### src/rtl/adc_bus_pkg.sv
package adc_bus_pkg;
    localparam int RES_W  = 12;
    localparam int BYTE_W = 8;
    localparam int NIB_W  = RES_W - BYTE_W;
    localparam int PAD_W  = BYTE_W - NIB_W;

    typedef logic [RES_W-1:0] word_t;

    typedef struct packed {
        logic read;
        logic conv;
    } bus_cmd_t;

    typedef struct packed {
        word_t data;
        word_t oe;
    } drive_t;

    function automatic bus_cmd_t decode_cmd(input logic ce, input logic cs_n, input logic rc);
        bus_cmd_t c;
        c.read = ce & ~cs_n & rc;
        c.conv = ce & ~cs_n & ~rc;
        return c;
    endfunction

    function automatic drive_t steer(input word_t res, input logic word_mode, input logic a0);
        drive_t d;
        d = '0;
        if (word_mode) begin
            d.data = res;
            d.oe   = '1;
        end else begin
            d.oe[RES_W-1 -: BYTE_W] = '1;
            if (!a0)
                d.data[RES_W-1 -: BYTE_W] = res[RES_W-1 -: BYTE_W];
            else
                d.data[RES_W-1 -: BYTE_W] = {res[NIB_W-1:0], {PAD_W{1'b0}}};
        end
        return d;
    endfunction
endpackage

### src/rtl/cnv_start_ctl.sv
module cnv_start_ctl (
    input  logic clk,
    input  logic rst,
    input  logic conv_req_i,
    input  logic a0_i,
    input  logic core_done_i,
    output logic start_o,
    output logic busy_o,
    output logic short_o,
    output logic take_o
);
    logic req_q;
    logic edge_ok;

    assign edge_ok = conv_req_i & ~req_q & ~busy_o;
    assign take_o  = busy_o & core_done_i & ~start_o;

    always_ff @(posedge clk) begin
        if (rst) begin
            req_q   <= 1'b0;
            start_o <= 1'b0;
            busy_o  <= 1'b0;
            short_o <= 1'b0;
        end else begin
            req_q   <= conv_req_i;
            start_o <= 1'b0;
            if (edge_ok) begin
                start_o <= 1'b1;
                busy_o  <= 1'b1;
                short_o <= a0_i;
            end else if (take_o) begin
                busy_o  <= 1'b0;
            end
        end
    end

    a_r2_start_implies_busy: assert property (@(posedge clk) disable iff (rst)
        start_o |-> busy_o);
    a_r3_single_pulse: assert property (@(posedge clk) disable iff (rst)
        start_o |=> !start_o);
    a_r6_no_start_when_busy: assert property (@(posedge clk) disable iff (rst)
        busy_o |=> !start_o);
    a_r4_length_stable: assert property (@(posedge clk) disable iff (rst)
        (busy_o && !start_o) |=> (busy_o ? $stable(short_o) : 1'b1));
    a_r5_done_clears: assert property (@(posedge clk) disable iff (rst)
        (busy_o && core_done_i && !start_o) |=> !busy_o);
endmodule

### src/rtl/result_hold.sv
module result_hold
    import adc_bus_pkg::*;
(
    input  logic  clk,
    input  logic  rst,
    input  logic  take_i,
    input  word_t res_i,
    output word_t res_o
);
    always_ff @(posedge clk) begin
        if (rst)
            res_o <= '0;
        else if (take_i)
            res_o <= res_i;
    end

    a_r5_capture: assert property (@(posedge clk) disable iff (rst)
        take_i |=> (res_o == $past(res_i)));
endmodule

### src/rtl/bus_steer.sv
module bus_steer
    import adc_bus_pkg::*;
(
    input  logic  clk,
    input  logic  rst,
    input  logic  read_i,
    input  logic  busy_i,
    input  logic  word_mode_i,
    input  logic  a0_i,
    input  word_t res_i,
    output word_t data_o,
    output word_t oe_o
);
    drive_t drv;

    always_comb begin
        drv = '0;
        if (read_i && !busy_i)
            drv = steer(res_i, word_mode_i, a0_i);
    end

    assign data_o = drv.data;
    assign oe_o   = drv.oe;

    a_r7_off_when_busy: assert property (@(posedge clk) disable iff (rst)
        busy_i |-> (oe_o == '0));
    a_r11_off_when_unselected: assert property (@(posedge clk) disable iff (rst)
        !read_i |-> (oe_o == '0));
    a_r9_lower_nibble_idle: assert property (@(posedge clk) disable iff (rst)
        !word_mode_i |-> (oe_o[NIB_W-1:0] == '0 && data_o[NIB_W-1:0] == '0));
endmodule

### src/rtl/adc_bus_ctrl.sv
module adc_bus_ctrl
    import adc_bus_pkg::*;
(
    input  logic              clk,
    input  logic              rst,
    input  logic              ce_i,
    input  logic              cs_n_i,
    input  logic              rc_i,
    input  logic              a0_i,
    input  logic              word_mode_i,
    input  logic              core_done_i,
    input  logic [RES_W-1:0]  core_result_i,
    output logic              core_start_o,
    output logic              core_short_o,
    output logic              busy_o,
    output logic [RES_W-1:0]  data_o,
    output logic [RES_W-1:0]  data_oe_o
);
    bus_cmd_t cmd;
    logic     take;
    word_t    res_q;

    assign cmd = decode_cmd(ce_i, cs_n_i, rc_i);

    cnv_start_ctl u_start (
        .clk         (clk),
        .rst         (rst),
        .conv_req_i  (cmd.conv),
        .a0_i        (a0_i),
        .core_done_i (core_done_i),
        .start_o     (core_start_o),
        .busy_o      (busy_o),
        .short_o     (core_short_o),
        .take_o      (take)
    );

    result_hold u_hold (
        .clk    (clk),
        .rst    (rst),
        .take_i (take),
        .res_i  (core_result_i),
        .res_o  (res_q)
    );

    bus_steer u_steer (
        .clk         (clk),
        .rst         (rst),
        .read_i      (cmd.read),
        .busy_i      (busy_o),
        .word_mode_i (word_mode_i),
        .a0_i        (a0_i),
        .res_i       (res_q),
        .data_o      (data_o),
        .oe_o        (data_oe_o)
    );

    a_r11_no_start_unselected: assert property (@(posedge clk) disable iff (rst)
        (!ce_i || cs_n_i) |=> !core_start_o);
endmodule

### config.mk
export PLATFORM = sky130hd
export DESIGN_NAME = adc_bus_ctrl
export DESIGN_NICKNAME = d
export VERILOG_FILES = /design/src/rtl/adc_bus_pkg.sv /design/src/rtl/cnv_start_ctl.sv /design/src/rtl/result_hold.sv /design/src/rtl/bus_steer.sv /design/src/rtl/adc_bus_ctrl.sv
export SDC_FILE = /design/constraint.sdc
export NUM_CORES = 1
export LEC_CHECK = 0
export ABC_AREA = 1
export BUFFER_PORTS_ARGS = -buffer_cell sky130_fd_sc_hd__buf_2
export CAP_MARGIN = 15
export CORE_ASPECT_RATIO = 0.8
export CORE_MARGIN = 2
export CORE_UTILIZATION = 25
export CTS_CLUSTER_DIAMETER = 150
export CTS_CLUSTER_SIZE = 28
export DETAILED_ROUTE_END_ITERATION = 10
export GPL_ROUTABILITY_DRIVEN = 0
export PLACE_DENSITY_LB_ADDON = 0.08
export SLEW_MARGIN = 20
export SYNTH_ARGS = -nofsm -noshare
export SYNTH_HDL_FRONTEND = slang
export SYNTH_HIERARCHICAL = 1
export SYNTH_SLANG_ARGS = --single-unit
### constraint.sdc
create_clock -name clk -period 1.4 [get_ports clk]
set_input_delay 0.28 -clock clk [delete_from_list [all_inputs] [get_ports clk]]
set_output_delay 0.28 -clock clk [all_outputs]
set_load 0.05 [all_outputs]
==> flow_metrics.env, run 1 <==
export IMPL_run_status="finished with violations"
export IMPL_failed_checks="negative setup slack"
export IMPL_grt_met3_usage_pct=1.74
export IMPL_grt_util_all_layers_pct=10.8
export IMPL_grt_overflow_total=0
export IMPL_finalWirelength_mm=2.26
export IMPL_dpl_cell_count=231
export IMPL_routed_wire_length_per_instance_um=9.47
export IMPL_timing_final_crit_period_ns=1.54
export IMPL_detail_route_vias_per_cell=3.79
export IMPL_die_area_um2=4170
export IMPL_yosys_cell_types_count=15
export IMPL_number_of_antenna_violations_at_the_first_check_in_global_routing=0
export IMPL_first_global_vias=798
export IMPL_critical_path_required_ns=1.12
export IMPL_clock_skew_ns=0.00290
export IMPL_class_of_the_most_critical_setup_path="in2out"
export IMPL_grt_first_pass_wirelength_mm=3.52
export IMPL_dp_hpwl_mm=1.72
export IMPL_die_w_um=71.7
export IMPL_clk_transition_reported_paths_ns=0.06
export IMPL_irDropWorstVdd_mv=0.292
export IMPL_placement_io_buffers=46
export IMPL_vias=907
export IMPL_setup_violations_final=24
export IMPL_min_period_over_period_pct=110
export IMPL_clkLatencyLatePin_ns=0.24
export IMPL_rr_worst_depth=6
export IMPL_preCtsSetupSlack_ns=-0.337
export IMPL_finalNetCount=218
export IMPL_max_cap_violations=0
export IMPL_max_freq_mhz=650
export IMPL_num_fill_cells=363
export IMPL_remaining_antenna_violation_count_after_routing=0
export IMPL_synthDominantAreaCellType="sky130_fd_sc_hd__dfxtp_1"
export IMPL_initial_utilization_pct=26.4
export IMPL_dr_pass1_iters=4
export IMPL_htree_levels=1
export IMPL_power_static_leakage_uw=0.000740
export IMPL_drt_iter0_drc=24
export IMPL_final_hold_viol_count=0
export IMPL_grt_met1_usage_pct=15.9
export IMPL_maxSlewViolCount=0
export IMPL_tightest_slew_ns=0.362
export IMPL_core_area_um2=3470
export IMPL_gr_usage_met2_pct=15.6
export IMPL_cts_root_to_sink_buffers=2
export IMPL_avgSynthCellArea_um2=6.07
export IMPL_synthCells=151
export IMPL_die_y_um=58.2
export IMPL_cts_tree="yes"
export IMPL_worst_slack_ns=-0.138
export IMPL_synth_warnings=6
export IMPL_synth_fp_nets=171
export IMPL_crit_fanout=5
export IMPL_top_cells_by_area_in_the_synthesized_netlist="sky130_fd_sc_hd__dfxtp_1 35%, sky130_fd_sc_hd__nor2_1 18%, sky130_fd_sc_hd__nand2_1 15%"
export IMPL_holdCritPathClass="in2reg"
export IMPL_critPathCaptureType="primary output"
export IMPL_design_portCount=47
export IMPL_synth_sequential_area_ratio_pct=34.9
export IMPL_timing_critical_path_arrival_ns=1.26
export IMPL_numClockSinks=16
export IMPL_worst_hold_path_num_cells=2
export IMPL_most_crowded_layer_after_global_routing="met1"
export IMPL_antennaDiodeCount=0
export IMPL_drive_above_1_share_pct=44.2
export IMPL_kind_of_launch_point_of_the_worst_setup_path="input port"
export IMPL_grt_start_max_net_pins=25
export IMPL_synth_area_um2=917
export IMPL_drc=0
export IMPL_cts_inserted_buffers=3
export IMPL_rsz0062_at_grt="true"
export IMPL_row_count=19
export IMPL_yosys_register_bits=16
export IMPL_finalNonFillerCells=239
export IMPL_power_per_cell_area_nw_per_um2=742
export IMPL_syn2layout_area_growth_pct=70.9
export IMPL_yosysTopAreaCellShare_pct=34.9
export IMPL_slew_headroom_pct=75.9
export IMPL_ctsRootBufferMaster="sky130_fd_sc_hd__clkbuf_8"
==> layer usage <==
| metal | routed length, µm | share of wire [%] | up-vias |
|---|---|---|---|
| met3 | 128 | 5.7 | 2 |
| met1 | 1200 | 53 | 364 |
| met5 | 0 | 0 | - |
| met4 | 13 | 0.57 | 0 |
| met2 | 916 | 40 | 30 |
| li1 | - | - | 511 |
==> worst max-delay path: stages <==
cell and delay, ns:
sky130_fd_sc_hd__buf_8 0.11, sky130_fd_sc_hd__clkinv_8 0.03, sky130_fd_sc_hd__nand2_4 0.04, sky130_fd_sc_hd__nor2_4 0.10, sky130_fd_sc_hd__inv_2 0.05, sky130_fd_sc_hd__nor2_4 0.13, sky130_fd_sc_hd__buf_6 0.13, sky130_fd_sc_hd__nand2_8 0.07
sky130_fd_sc_hd__clkinvlp_4 0.15, sky130_fd_sc_hd__buf_8 0.16
==> power breakdown <==
part	switching [µW]	total [µW]	internal, µW	leakage [µW]
logic	171	283	112	0.000581
registers	9.88	479	469	0.000131
clock network	152	401	249	0.0000288
==> worst paths after layout <==
| check | start | to | slack [ns] |
|---|---|---|---|
| worst max register to register | u_start/busy_o$_SDFFE_PP0P_ | u_hold/res_o[8]$_SDFFE_PP0P_ | 0.26 |
| worst min register to register | u_hold/res_o[0]$_SDFFE_PP0P_ | u_hold/res_o[0]$_SDFFE_PP0P_ | 0.47 |
| worst max-delay path | cs_n_i | data_oe_o[0] | -0.14 |
| worst min-delay path | rst | u_start/req_q$_SDFF_PP0_ | 0.24 |
==> layout make-up <==
type / count / area (µm²) / share of cell area (%)
Timing Repair Buffer: 55 / 519 / 33.1
Multi-Input combinational cell: 92 / 488 / 31.1
Sequential cell: 16 / 324 / 20.7
Inverter: 30 / 129 / 8.22
Clock buffer: 4 / 55.1 / 3.51
Tap cell: 42 / 52.6 / 3.35
==> sequential cells by signal, indices dropped and copies added, names as in the netlist <==
| register | count |
|---|---|
| u_hold/res_o | 12 |
| u_start/busy_o | 1 |
| u_start/req_q | 1 |
| u_start/short_o | 1 |
| u_start/start_o | 1 |
==> Yosys cell counts <==
library cell,number
sky130_fd_sc_hd__buf_2,1
sky130_fd_sc_hd__buf_4,10
sky130_fd_sc_hd__buf_6,2
sky130_fd_sc_hd__dfxtp_1,16
sky130_fd_sc_hd__inv_1,27
sky130_fd_sc_hd__inv_2,3
sky130_fd_sc_hd__nand2_1,36
sky130_fd_sc_hd__nand2_2,1
sky130_fd_sc_hd__nand3_1,4
sky130_fd_sc_hd__nand3_2,1
sky130_fd_sc_hd__nor2_1,45
sky130_fd_sc_hd__nor2_2,1
sky130_fd_sc_hd__nor2_4,2
sky130_fd_sc_hd__nor3_1,1
sky130_fd_sc_hd__o211ai_1,1
==> what timing repair did <==
item	in CTS	in global routing
hold buffers	0	0
hold endpoints to repair	0	0
resized for setup	43	36
buffers inserted	2	2
pin swaps	2	3
setup endpoints to repair	24	24
==> cell usage in the layout, fill, tap and decap left out, types with 4 or more instances in the layout <==
cell / netlist / final
sky130_fd_sc_hd__buf_2: 1 / 21
sky130_fd_sc_hd__buf_4: 10 / 6
sky130_fd_sc_hd__buf_6: 2 / 15
sky130_fd_sc_hd__buf_8: 0 / 12
sky130_fd_sc_hd__clkbuf_8: 0 / 4
sky130_fd_sc_hd__dfxtp_1: 16 / 15
sky130_fd_sc_hd__inv_1: 27 / 24
sky130_fd_sc_hd__inv_2: 3 / 4
sky130_fd_sc_hd__nand2_1: 36 / 34
sky130_fd_sc_hd__nand3_1: 4 / 4
sky130_fd_sc_hd__nor2_1: 45 / 32
sky130_fd_sc_hd__nor2_2: 1 / 5
sky130_fd_sc_hd__nor2_4: 2 / 11
==> kinds of logic (layout without fill, tap and decap cells) <==
group                  Yosys count  count (layout)  share of synthesized area (%)
DFF                             16              16                           34.9
buffers and inverters           43              89                           23.5
AOI/OAI and AO/OA                1               1                          0.819
and+or+nand+nor                 91              91                           40.8
==> stage by stage <==
step | hold WS [ns] | TNS (ns) | utilization [%] | power (µW) | cell area [µm²]
final | 0.242 | -2.00 | 45.2 | 1160 | 1570
after global routing | 0.240 | -3.26 | 45.2 | 1230 | 1570
after CTS | 0.241 | -2.88 | 41.9 | 1150 | 1460
after global placement | 0.468 | -6.05 | 35.4 | 719 | 1230
after detailed placement | 0.469 | -7.24 | 35.4 | 721 | 1230
after floorplan | 0.351 | -7.27 | - | 667 | 1030
No activity file was read; power rests on OpenSTA's default activity.
==> inputs of run 2 (changes only) <==
- GPL_ROUTABILITY_DRIVEN: 0 -> default
- GPL_TIMING_DRIVEN: default -> 0
- SKIP_LAST_GASP: default -> 1
==> run 2 against run 1 <==
  * The flow still finishes with violations (negative setup slack)
  * Non-clock buffer count up 10
  * First-iteration DRC count up 17%
  * Worst hold slack better by 0.0050 ns
  * Sequential power about the same
  * Clock skew down 0.00072 ns
  * Core utilization up 5.2 points
  * Clock power down 2%
  * Worst setup slack worse by 0.048 ns
  * Global-route usage up 0.50 points
  * Sequential share of layout area down 2.1 points
  * Flip-flop and latch count unchanged
  * Total power up 2.5%
  * Critical endpoint is now data_oe_o[3]
==> flow_metrics.env, run 2 (synthesis results as in run 1) <==
export IMPL_run_status="finished with violations"
export IMPL_failed_checks="negative setup slack"
export IMPL_layout_common_cells="32 x sky130_fd_sc_hd__nor2_1, 27 x sky130_fd_sc_hd__nand2_1, 24 x sky130_fd_sc_hd__inv_1, 22 x sky130_fd_sc_hd__buf_2, 20 x sky130_fd_sc_hd__buf_6"
export IMPL_family_with_the_most_delay_on_the_worst_path="buffers and inverters"
export IMPL_regMostFlops="u_hold/res_o"
export IMPL_class_of_the_most_critical_setup_path="in2out"
export IMPL_cts_hold_buffers_added=0
export IMPL_dr_pass1_iters=4
export IMPL_initial_utilization_pct=26.4
export IMPL_worst_path_buf_inv=7
export IMPL_tightest_slew_ns=0.345
export IMPL_power_switching_share_pct=28.4
export IMPL_kind_of_launch_point_of_the_worst_setup_path="input port"
export IMPL_numClockSinks=16
export IMPL_die_w_um=71.7
export IMPL_final_area_um2=1750
export IMPL_routed_wire_length_per_instance_um=9.35
export IMPL_remaining_antenna_violation_count_after_routing=0
export IMPL_worst_path_most_repeated_cell="sky130_fd_sc_hd__buf_8"
export IMPL_drive_above_1_share_pct=50.2
export IMPL_final_hold_viol_count=0
export IMPL_die_y_um=58.2
export IMPL_cts_tree="yes"
export IMPL_holdCritPathClass="in2reg"
export IMPL_clk_transition_reported_paths_ns=0.06
export IMPL_first_global_vias=853
export IMPL_irDropWorstVdd_mv=0.334
export IMPL_netSwitchingPower_uw=339
export IMPL_antennaDiodeCount=0
export IMPL_design_portCount=47
export IMPL_placement_io_buffers=46
export IMPL_crit_fanout=5
export IMPL_cts_inserted_buffers=3
export IMPL_finalWirelength_mm=2.33
export IMPL_totalPowerFinal_uw=1190
export IMPL_top_signal_layer_used="met3"
export IMPL_cellInternalPower_uw=854
export IMPL_power_share_clock_pct=33.0
export IMPL_finalNetCount=228
export IMPL_wl_met3_um=154
export IMPL_slew_headroom_pct=76.9
export IMPL_timing_final_crit_period_ns=1.59
export IMPL_detail_route_vias_per_cell=3.77
export IMPL_ctsRootBufferMaster="sky130_fd_sc_hd__clkbuf_8"
export IMPL_cts_root_to_sink_buffers=2
export IMPL_clkLatencyLatePin_ns=0.24
export IMPL_drc=0
export IMPL_rsz0062_at_grt="true"
export IMPL_critical_path_max_stage_delay_ns=0.15
export IMPL_number_of_antenna_violations_at_the_first_check_in_global_routing=0
export IMPL_grt_overflow_total=0
export IMPL_critPathCaptureType="primary output"
export IMPL_wl_met2_mm=1.01
export IMPL_met1_length_mm=1.16
export IMPL_critical_path_required_ns=1.12
export IMPL_core_area_um2=3470
export IMPL_drt_iter0_drc=28
export IMPL_htree_levels=1
export IMPL_grt_util_all_layers_pct=11.3
export IMPL_power_per_cell_area_nw_per_um2=682
export IMPL_postPlaceCellArea_um2=1320
export IMPL_dp_hpwl_mm=1.78
export IMPL_seqPwrFrac_pct=40.2
export IMPL_largest_reg_flops=12
export IMPL_grt_first_pass_wirelength_mm=3.75
export IMPL_min_period_over_period_pct=113
export IMPL_vias=938
export IMPL_maxSlewViolCount=0
export IMPL_row_count=19
export IMPL_layout_commonest_cell="sky130_fd_sc_hd__nor2_1"
export IMPL_power_static_leakage_uw=0.000849
export IMPL_combPwrFrac_pct=26.8
export IMPL_worst_slack_ns=-0.185
export IMPL_preCtsSetupSlack_ns=-0.538
export IMPL_max_freq_mhz=631
export IMPL_grt_start_max_net_pins=11
export IMPL_max_cap_violations=0
export IMPL_setup_violations_final=23
export IMPL_timing_critical_path_slowest_stage_cell="sky130_fd_sc_hd__nor2_4"
export IMPL_syn2layout_area_growth_pct=90.6
export IMPL_timing_critical_path_arrival_ns=1.31
export IMPL_crit_chain="buf_8 > clkinv_8 > nand2_4 > nor2_4 > inv_2 > nor2_4 > buf_6 > nand2_8 > clkinvlp_4 > buf_8 > buf_8"
export IMPL_die_area_um2=4170
export IMPL_finalWeightedCongestion=0.681
export IMPL_clock_skew_ns=0.00218
run 2: metrics by stage:
step	hold slack (ns)	cells	setup TNS [ns]	utilization, %
global route	0.250	249	-3.97	50.4
global placement	0.463	239	-8.96	38.0
detailed placement	0.469	239	-9.68	38.0
CTS	0.235	250	-3.36	49.7
floorplan	0.351	151	-7.27	-
finish	0.247	249	-2.63	50.4
run 2: final timing paths:
kind                                     start                            to  slack (ns)  cells past startpoint
setup / recovery                        cs_n_i                  data_oe_o[3]       -0.19                     11
hold / removal                             rst      u_start/req_q$_SDFF_PP0_        0.25                      2
setup reg to reg   u_start/busy_o$_SDFFE_PP0P_  u_hold/res_o[8]$_SDFFE_PP0P_        0.13                      7
hold reg to reg   u_hold/res_o[8]$_SDFFE_PP0P_  u_hold/res_o[8]$_SDFFE_PP0P_        0.48                      2
run 2: what timing repair did:
item / CTS / global route
setup endpoints to repair: 24 / 35
pin swaps: 5 / 4
gates resized for setup: 81 / 13
buffers inserted: 6 / 1
cloned: 1 / 0
run 2: per-layer routing:
metal,GRT usage (%),up-vias
met2,16.5,30
met4,2.43,0
li1,-,533
met1,16.7,375
met5,0,-
met3,2.61,0
run 2: power groups by stage:
| stage | combinational (µW) | sequential (µW) | clock, µW |
|---|---|---|---|
| floorplan | 168 | 500 | 0 |
| global placement | 241 | 490 | 0 |
| finish | 319 | 480 | 393 |
| detailed placement | 244 | 490 | 0 |
| global route | 345 | 481 | 428 |
| CTS | 316 | 479 | 406 |
run 2: layout make-up:
type / instances / area, µm²
Timing Repair Buffer: 52 / 512
Sequential cell: 16 / 324
Clock buffer: 4 / 55.1
Multi-Input combinational cell: 92 / 532
Inverter: 30 / 129
Buffer: 13 / 144
Tap cell: 42 / 52.6
Fill cell: 331 / 1720
